## src/rtl/rgn_coh_pkg.sv

```systemverilog
package rgn_coh_pkg;
  localparam int unsigned ST_W = 3;
  typedef logic [ST_W-1:0] rgn_st_t;

  localparam rgn_st_t ST_I  = 3'b000;
  localparam rgn_st_t ST_CI = 3'b001;
  localparam rgn_st_t ST_CC = 3'b010;
  localparam rgn_st_t ST_CD = 3'b011;
  localparam rgn_st_t ST_DI = 3'b101;
  localparam rgn_st_t ST_DC = 3'b110;
  localparam rgn_st_t ST_DD = 3'b111;

  typedef enum logic [1:0] {
    REM_INV   = 2'd0,
    REM_NONE  = 2'd1,
    REM_CLEAN = 2'd2,
    REM_DIRTY = 2'd3
  } rem_e;

  typedef enum logic [2:0] {
    OP_IFETCH = 3'd0,
    OP_RD_S   = 3'd1,
    OP_RD_X   = 3'd2,
    OP_RFO    = 3'd3,
    OP_WB     = 3'd4,
    OP_EVICT  = 3'd5
  } op_e;

  function automatic rgn_st_t st_norm(rgn_st_t s);
    return (s[1:0] == 2'b00) ? ST_I : s;
  endfunction

  function automatic rem_e rem_of(rgn_st_t s);
    return rem_e'(s[1:0]);
  endfunction

  function automatic logic op_is_access(logic [2:0] op);
    return op <= OP_RFO;
  endfunction

  function automatic logic op_wants_mod(logic [2:0] op);
    return (op == OP_RD_X) || (op == OP_RFO);
  endfunction

  // dirty dominates a response with both bits set
  function automatic rem_e rsp_rem(logic cln, logic drt);
    if (drt) return REM_DIRTY;
    if (cln) return REM_CLEAN;
    return REM_NONE;
  endfunction

  function automatic rgn_st_t mk_st(logic ldirty, rem_e rem);
    return {ldirty, rem};
  endfunction
endpackage

```

## src/rtl/rgn_route.sv

```systemverilog
module rgn_route
  import rgn_coh_pkg::*;
(
  input  rgn_st_t    st_i,
  input  logic [2:0] op_i,
  output logic       bcast_o
);
  always_comb begin
    bcast_o = 1'b0;
    if (op_is_access(op_i)) begin
      case (rem_of(st_i))
        REM_INV, REM_DIRTY: bcast_o = 1'b1;
        REM_NONE:           bcast_o = 1'b0;
        REM_CLEAN:          bcast_o = op_wants_mod(op_i);
        default:            bcast_o = 1'b1;
      endcase
    end
  end
endmodule

```

## src/rtl/rgn_local_nxt.sv

```systemverilog
module rgn_local_nxt
  import rgn_coh_pkg::*;
(
  input  rgn_st_t    st_i,
  input  logic [2:0] op_i,
  input  logic       bcast_i,
  input  logic       rsp_valid_i,
  input  logic       rsp_clean_i,
  input  logic       rsp_dirty_i,
  output rgn_st_t    nxt_o
);
  logic cur_v;
  logic cur_ld;
  logic new_ld;
  rem_e new_rem;

  assign cur_v  = (rem_of(st_i) != REM_INV);
  assign cur_ld = st_i[2] & cur_v;

  always_comb begin
    new_ld  = op_wants_mod(op_i) | cur_ld;
    if (bcast_i && rsp_valid_i) new_rem = rsp_rem(rsp_clean_i, rsp_dirty_i);
    else if (!cur_v)            new_rem = REM_DIRTY; // nothing known about others
    else                        new_rem = rem_of(st_i);
  end

  always_comb begin
    if (op_is_access(op_i)) nxt_o = mk_st(new_ld, new_rem);
    else if (op_i == OP_EVICT) nxt_o = ST_I;
    else nxt_o = st_i;
  end
endmodule

```

## src/rtl/rgn_snoop_nxt.sv

```systemverilog
module rgn_snoop_nxt
  import rgn_coh_pkg::*;
#(
  parameter int unsigned CNT_W = 4
) (
  input  rgn_st_t          st_i,
  input  logic [2:0]       op_i,
  input  logic             shared_i,
  input  logic [CNT_W-1:0] lcnt_i,
  output rgn_st_t          nxt_o,
  output logic             rsp_clean_o,
  output logic             rsp_dirty_o
);
  logic live;
  rem_e rem_cur;
  rem_e rem_new;
  logic rd_clean;

  assign rem_cur  = rem_of(st_i);
  assign live     = (rem_cur != REM_INV) && (lcnt_i != '0);
  assign rd_clean = (op_i == OP_IFETCH) || (op_i == OP_RD_S) ||
                    ((op_i == OP_RD_X) && shared_i);

  always_comb begin
    rem_new = rem_cur;
    if (rd_clean) begin
      if (rem_cur == REM_NONE) rem_new = REM_CLEAN;
    end else if (op_wants_mod(op_i)) begin
      rem_new = REM_DIRTY;
    end
  end

  always_comb begin
    if (live) begin
      nxt_o       = mk_st(st_i[2], rem_new);
      rsp_clean_o = ~st_i[2];
      rsp_dirty_o = st_i[2];
    end else begin
      nxt_o       = ST_I; // invalid or empty region
      rsp_clean_o = 1'b0;
      rsp_dirty_o = 1'b0;
    end
  end
endmodule

```

## src/rtl/rgn_coh_ctrl.sv

```systemverilog
module rgn_coh_ctrl
  import rgn_coh_pkg::*;
#(
  parameter int unsigned CNT_W = 4
) (
  input  logic             clk_i,
  input  logic             rst_ni,
  input  logic [2:0]       st_rd_i,
  input  logic [CNT_W-1:0] lcnt_i,
  input  logic             req_valid_i,
  input  logic [2:0]       req_op_i,
  input  logic             rsp_valid_i,
  input  logic             rsp_clean_i,
  input  logic             rsp_dirty_i,
  input  logic             snp_valid_i,
  input  logic [2:0]       snp_op_i,
  input  logic             snp_shared_i,
  output logic             bcast_o,
  output logic             wr_valid_o,
  output logic [2:0]       wr_state_o,
  output logic             snp_clean_o,
  output logic             snp_dirty_o
);
  rgn_st_t st_n;
  rgn_st_t loc_nxt;
  rgn_st_t snp_nxt;
  logic    snp_c;
  logic    snp_d;

  assign st_n = st_norm(st_rd_i);

  rgn_route i_route (
    .st_i    (st_n),
    .op_i    (req_op_i),
    .bcast_o (bcast_o)
  );

  rgn_local_nxt i_local (
    .st_i        (st_n),
    .op_i        (req_op_i),
    .bcast_i     (bcast_o),
    .rsp_valid_i (rsp_valid_i),
    .rsp_clean_i (rsp_clean_i),
    .rsp_dirty_i (rsp_dirty_i),
    .nxt_o       (loc_nxt)
  );

  rgn_snoop_nxt #(.CNT_W(CNT_W)) i_snoop (
    .st_i        (st_n),
    .op_i        (snp_op_i),
    .shared_i    (snp_shared_i),
    .lcnt_i      (lcnt_i),
    .nxt_o       (snp_nxt),
    .rsp_clean_o (snp_c),
    .rsp_dirty_o (snp_d)
  );

  always_ff @(posedge clk_i or negedge rst_ni) begin
    if (!rst_ni) begin
      wr_valid_o  <= 1'b0;
      wr_state_o  <= ST_I;
      snp_clean_o <= 1'b0;
      snp_dirty_o <= 1'b0;
    end else begin
      wr_valid_o  <= snp_valid_i | req_valid_i;
      snp_clean_o <= snp_valid_i & snp_c;
      snp_dirty_o <= snp_valid_i & snp_d;
      if (snp_valid_i)      wr_state_o <= snp_nxt; // snoop wins a collision
      else if (req_valid_i) wr_state_o <= loc_nxt;
    end
  end

  AST_EXCL_DIRECT: assert property (@(posedge clk_i) disable iff (!rst_ni)
    (req_valid_i && req_op_i <= OP_RFO && (st_rd_i == ST_CI || st_rd_i == ST_DI)) |-> !bcast_o);
  AST_INV_BCAST: assert property (@(posedge clk_i) disable iff (!rst_ni)
    (req_valid_i && req_op_i <= OP_RFO && st_rd_i[1:0] == 2'b00) |-> bcast_o);
  AST_WR_LEGAL: assert property (@(posedge clk_i) disable iff (!rst_ni)
    wr_valid_o |-> (wr_state_o != 3'b100));
  AST_SELF_INV: assert property (@(posedge clk_i) disable iff (!rst_ni)
    (snp_valid_i && lcnt_i == '0) |=> (wr_valid_o && wr_state_o == ST_I && !snp_clean_o && !snp_dirty_o));
  AST_SNP_NOT_EXCL: assert property (@(posedge clk_i) disable iff (!rst_ni)
    (snp_valid_i && st_rd_i[1:0] != 2'b00 && lcnt_i != '0 && snp_op_i <= OP_RFO)
      |=> (wr_state_o[1:0] != 2'b01));
  AST_RSP_ONEHOT: assert property (@(posedge clk_i) disable iff (!rst_ni)
    $onehot0({snp_clean_o, snp_dirty_o}));
  AST_RSP_QUIET: assert property (@(posedge clk_i) disable iff (!rst_ni)
    !snp_valid_i |=> (!snp_clean_o && !snp_dirty_o));
  AST_WR_PULSE: assert property (@(posedge clk_i) disable iff (!rst_ni)
    (!snp_valid_i && !req_valid_i) |=> !wr_valid_o);
endmodule

```

## config.mk

```make
export PLATFORM = sky130hd
export DESIGN_NAME = rgn_coh_ctrl
export DESIGN_NICKNAME = d
export VERILOG_FILES = /design/src/rtl/rgn_coh_pkg.sv /design/src/rtl/rgn_route.sv /design/src/rtl/rgn_local_nxt.sv /design/src/rtl/rgn_snoop_nxt.sv /design/src/rtl/rgn_coh_ctrl.sv
export SDC_FILE = /design/constraint.sdc
export NUM_CORES = 1
export LEC_CHECK = 0
export BUFFER_PORTS_ARGS = -buffer_cell sky130_fd_sc_hd__buf_2
export CAP_MARGIN = 40
export CORE_AREA = 4 4 41 43
export DETAILED_ROUTE_END_ITERATION = 8
export DIE_AREA = 0 0 45 47
export GPL_TIMING_DRIVEN = 0
export HOLD_SLACK_MARGIN = 0.12
export PLACE_DENSITY_LB_ADDON = 0.2
export SLEW_MARGIN = 20
export SYNTH_ARGS = -nofsm -noshare
export SYNTH_HDL_FRONTEND = slang
export SYNTH_SLANG_ARGS = --single-unit
export TNS_END_PERCENT = 30
```

## constraint.sdc

```tcl
create_clock -name clk_i -period 2.38 [get_ports clk_i]
set_input_delay 0.119 -clock clk_i [delete_from_list [all_inputs] [get_ports clk_i]]
set_output_delay 0.119 -clock clk_i [all_outputs]
set_load 0.01 [all_outputs]
```

==> flow_metrics.py <==
metrics = {
    "clock_network": {
        "post_cts_buffers": 0,
        "clk_latency_ns": 0.25,
        "cts_buffers": 3,
        "clock_sinks": 6,
        "clockBufferDepth": 2,
        "cts.htree.levels": 1,
        "hold_buffers": 2,
        "cts_tree": "built",
        "clk_pin_slew_ns": 0.04,
        "root_buffer": "clkbuf_4",
        "cts_resized": 0,
    },
    "floorplan": {
        "io_pins": 28,
        "dieWidth_microns": 45,
        "num_rows": 13,
        "dieArea_sq_um": 2120,
        "coreArea_sq_um": 1300,
        "die_y_microns": 47,
        "initial_core_util_pct": 31.3,
    },
    "global_route": {
        "grt_pass1_wl_mm": 1.77,
        "antenna_found_initial": 0,
        "track_usage_pct": 12.3,
        "gr-total-overflow": 0,
        "grt_max_degree": 9,
        "first_global_vias": 456,
    },
    "sta": {
        "period_share_pct": 45.8,
        "fin_crit_ns": 1.09,
        "rsz0062_at_grt": "no",
        "max_freq_mhz": 917,
        "relSlewSlack_pct": 77.8,
        "worst_pin_slew_ns": 0.330,
        "setup_viol": 0,
        "fin_skew_ns": 0,
        "slew_viol_final": 0,
        "finalHoldViolations": 0,
        "postLayoutSetupSlackWorst_ns": 1.29,
        "finalSetupTns_ns": 0,
    },
    "finish": {
        "diodes": 0,
        "final_common_cell": "buf_2",
        "stdcell_area_sq_um": 599,
        "areaGrowthSynthToFinish_pct": 46.9,
        "most-common-layout-cells": "buf_2 (26), dfrtp_1 (6), nor2_1 (4), a21oi_1 (4), o21ai_0 (4)",
        "drive_above_1_share_pct": 48.0,
        "finalNetCount": 98,
        "final_util_pct": 46.1,
    },
    "placement": {
        "hpwl_microns": 908,
        "pre_cts_slack_ns": 1.12,
        "gp_congestion": 0.713,
        "dpl-instance-area_sq_um": 557,
        "port_buffers": 26,
    },
    "setup_path": {
        "endpoint_kind": "register",
        "crit_path_cell_trace": "dlygate4sd3_1 -> buf_2 -> o21ai_1 -> nor2_1 -> a21oi_1 -> nand2_1",
        "crit_required_ns": 2.51,
        "crit_slowest_cell": "dlygate4sd3_1",
        "worstPathMaxFanout": 3,
        "critPathLaunchType": "input port",
        "slowest_delay_ns": 0.54,
        "r2r_setup_slack_ns": 1.30,
        "cp_data_arrival_time_ns": 1.22,
        "crit_type": "in2reg",
    },
    "drt": {
        "final_antenna_net_count": 0,
        "via_per_inst": 5.13,
        "first_pass_iters": 4,
        "drt_wl_total_mm": 1.15,
        "drt-initial-drc-count": 3,
        "drc": 0,
        "routedWlPerCell_microns": 12.8,
        "vias": 462,
    },
    "synthesis": {
        "syn_area_sq_um": 408,
        "synth-seq-cells": 6,
        "synthCells": 44,
        "synth_top_area_cell": "dfrtp_1",
        "synthTopCellsByArea": "dfrtp_1 (37%), nand3b_1 (5.5%), a21oi_1 (4.9%)",
        "ys_types": 25,
        "postSynthAreaPerCell_sq_um": 9.27,
        "syn-num-nets": 65,
        "synth_seq_area_share_pct": 36.8,
        "yosysTopAreaCellShare_pct": 36.8,
        "yosys_warnings": 0,
    },
    "power": {
        "vdd_drop_max_uv": 228,
        "power.density_nw_per_um2": 482,
        "power.leakage_uw": 0.000297,
    },
    "flow_run": {
        "maxCapViolCount": 0,
    },
    "status": {
        "status": "finished, final reports clean",
    },
    "worst_hold_path": {
        "min_path_type": "in2reg",
    },
}
flip-flops by register name (all words and copies together), names as in the netlist:
register,cells
wr_valid_o,1
snp_dirty_o,1
wr_state_o,3
snp_clean_o,1
routing by layer:
layer / vias up / part of all wire [%] / global-route usage (%)
li1: 227 / - / -
met4: 0 / 3.1 / 10.5
met1: 205 / 45 / 13.8
met2: 26 / 42 / 20.1
met5: - / 0 / 0
met3: 4 / 8.9 / 2.30
area by class of cell:
type | instances | area, sq um
Clock buffer | 3 | 22.5
Buffer | 1 | 7.51
Inverter | 2 | 7.51
Multi-Input combinational cell | 35 | 243
Fill cell | 142 | 702
Tap cell | 15 | 18.8
Sequential cell | 6 | 150
Timing Repair Buffer | 28 | 150
where the power goes:
part | total, uW | switching, uW | internal [uW]
combinational | 77.6 | 38.9 | 38.6
clock | 96.4 | 39.2 | 57.2
sequential | 115 | 4.08 | 111
total | 289 | 82.2 | 207
stage by stage:
step,instances,total power (uW),hold slack [ns]
after floorplan,44,152,-0.177
after global placement,85,191,-0.0541
after detailed placement,85,192,-0.0484
after CTS,90,290,0.180
after global routing,90,309,0.172
final,90,289,0.183
final timing paths:
check,end,depth (start not counted),start
max reg2reg,wr_state_o[0]$_DFFE_PN0P_,3,wr_state_o[0]$_DFFE_PN0P_
min,snp_dirty_o$_DFF_PN0_,3,snp_valid_i
min in group asynchronous,wr_state_o[0]$_DFFE_PN0P_,2,rst_ni
max in group asynchronous,wr_state_o[2]$_DFFE_PN0P_,2,rst_ni
min reg2reg,wr_state_o[2]$_DFFE_PN0P_,2,wr_state_o[2]$_DFFE_PN0P_
max,wr_state_o[2]$_DFFE_PN0P_,6,st_rd_i[2]
cell usage after synthesis:
cell	instances
a211o_1	1
a21oi_1	4
a21oi_2	1
and2b_2	1
and2b_4	1
buf_4	1
dfrtp_1	6
inv_1	2
nand2_1	1
nand2b_1	2
nand3b_1	3
nor2_1	4
nor3_1	1
nor3_2	1
nor3b_2	1
nor4b_1	1
o211ai_1	1
o21ai_0	4
o21ai_1	1
o21bai_1	2
o22ai_1	1
o311a_1	1
o32ai_1	1
o41ai_2	1
or2b_1	1
logic make-up (layout without fill, tap and decap cells):
| kind of cell | Yosys count | after routing | share of synthesized area (%) |
|---|---|---|---|
| DFF | 6 | 6 | 36.8 |
| buffers and inverters | 3 | 34 | 3.68 |
| and+or+nand+nor | 17 | 17 | 28.5 |
| AOI/OAI and AO/OA | 18 | 18 | 31.0 |
critical path, delay by kind of cell:
kind	cells	cell delay, ns
buffers and inverters	2	0.67
AO/OA/AOI/OAI	2	0.27
AND/OR/NAND/NOR	2	0.16
Power figures use the tool's default switching activity.
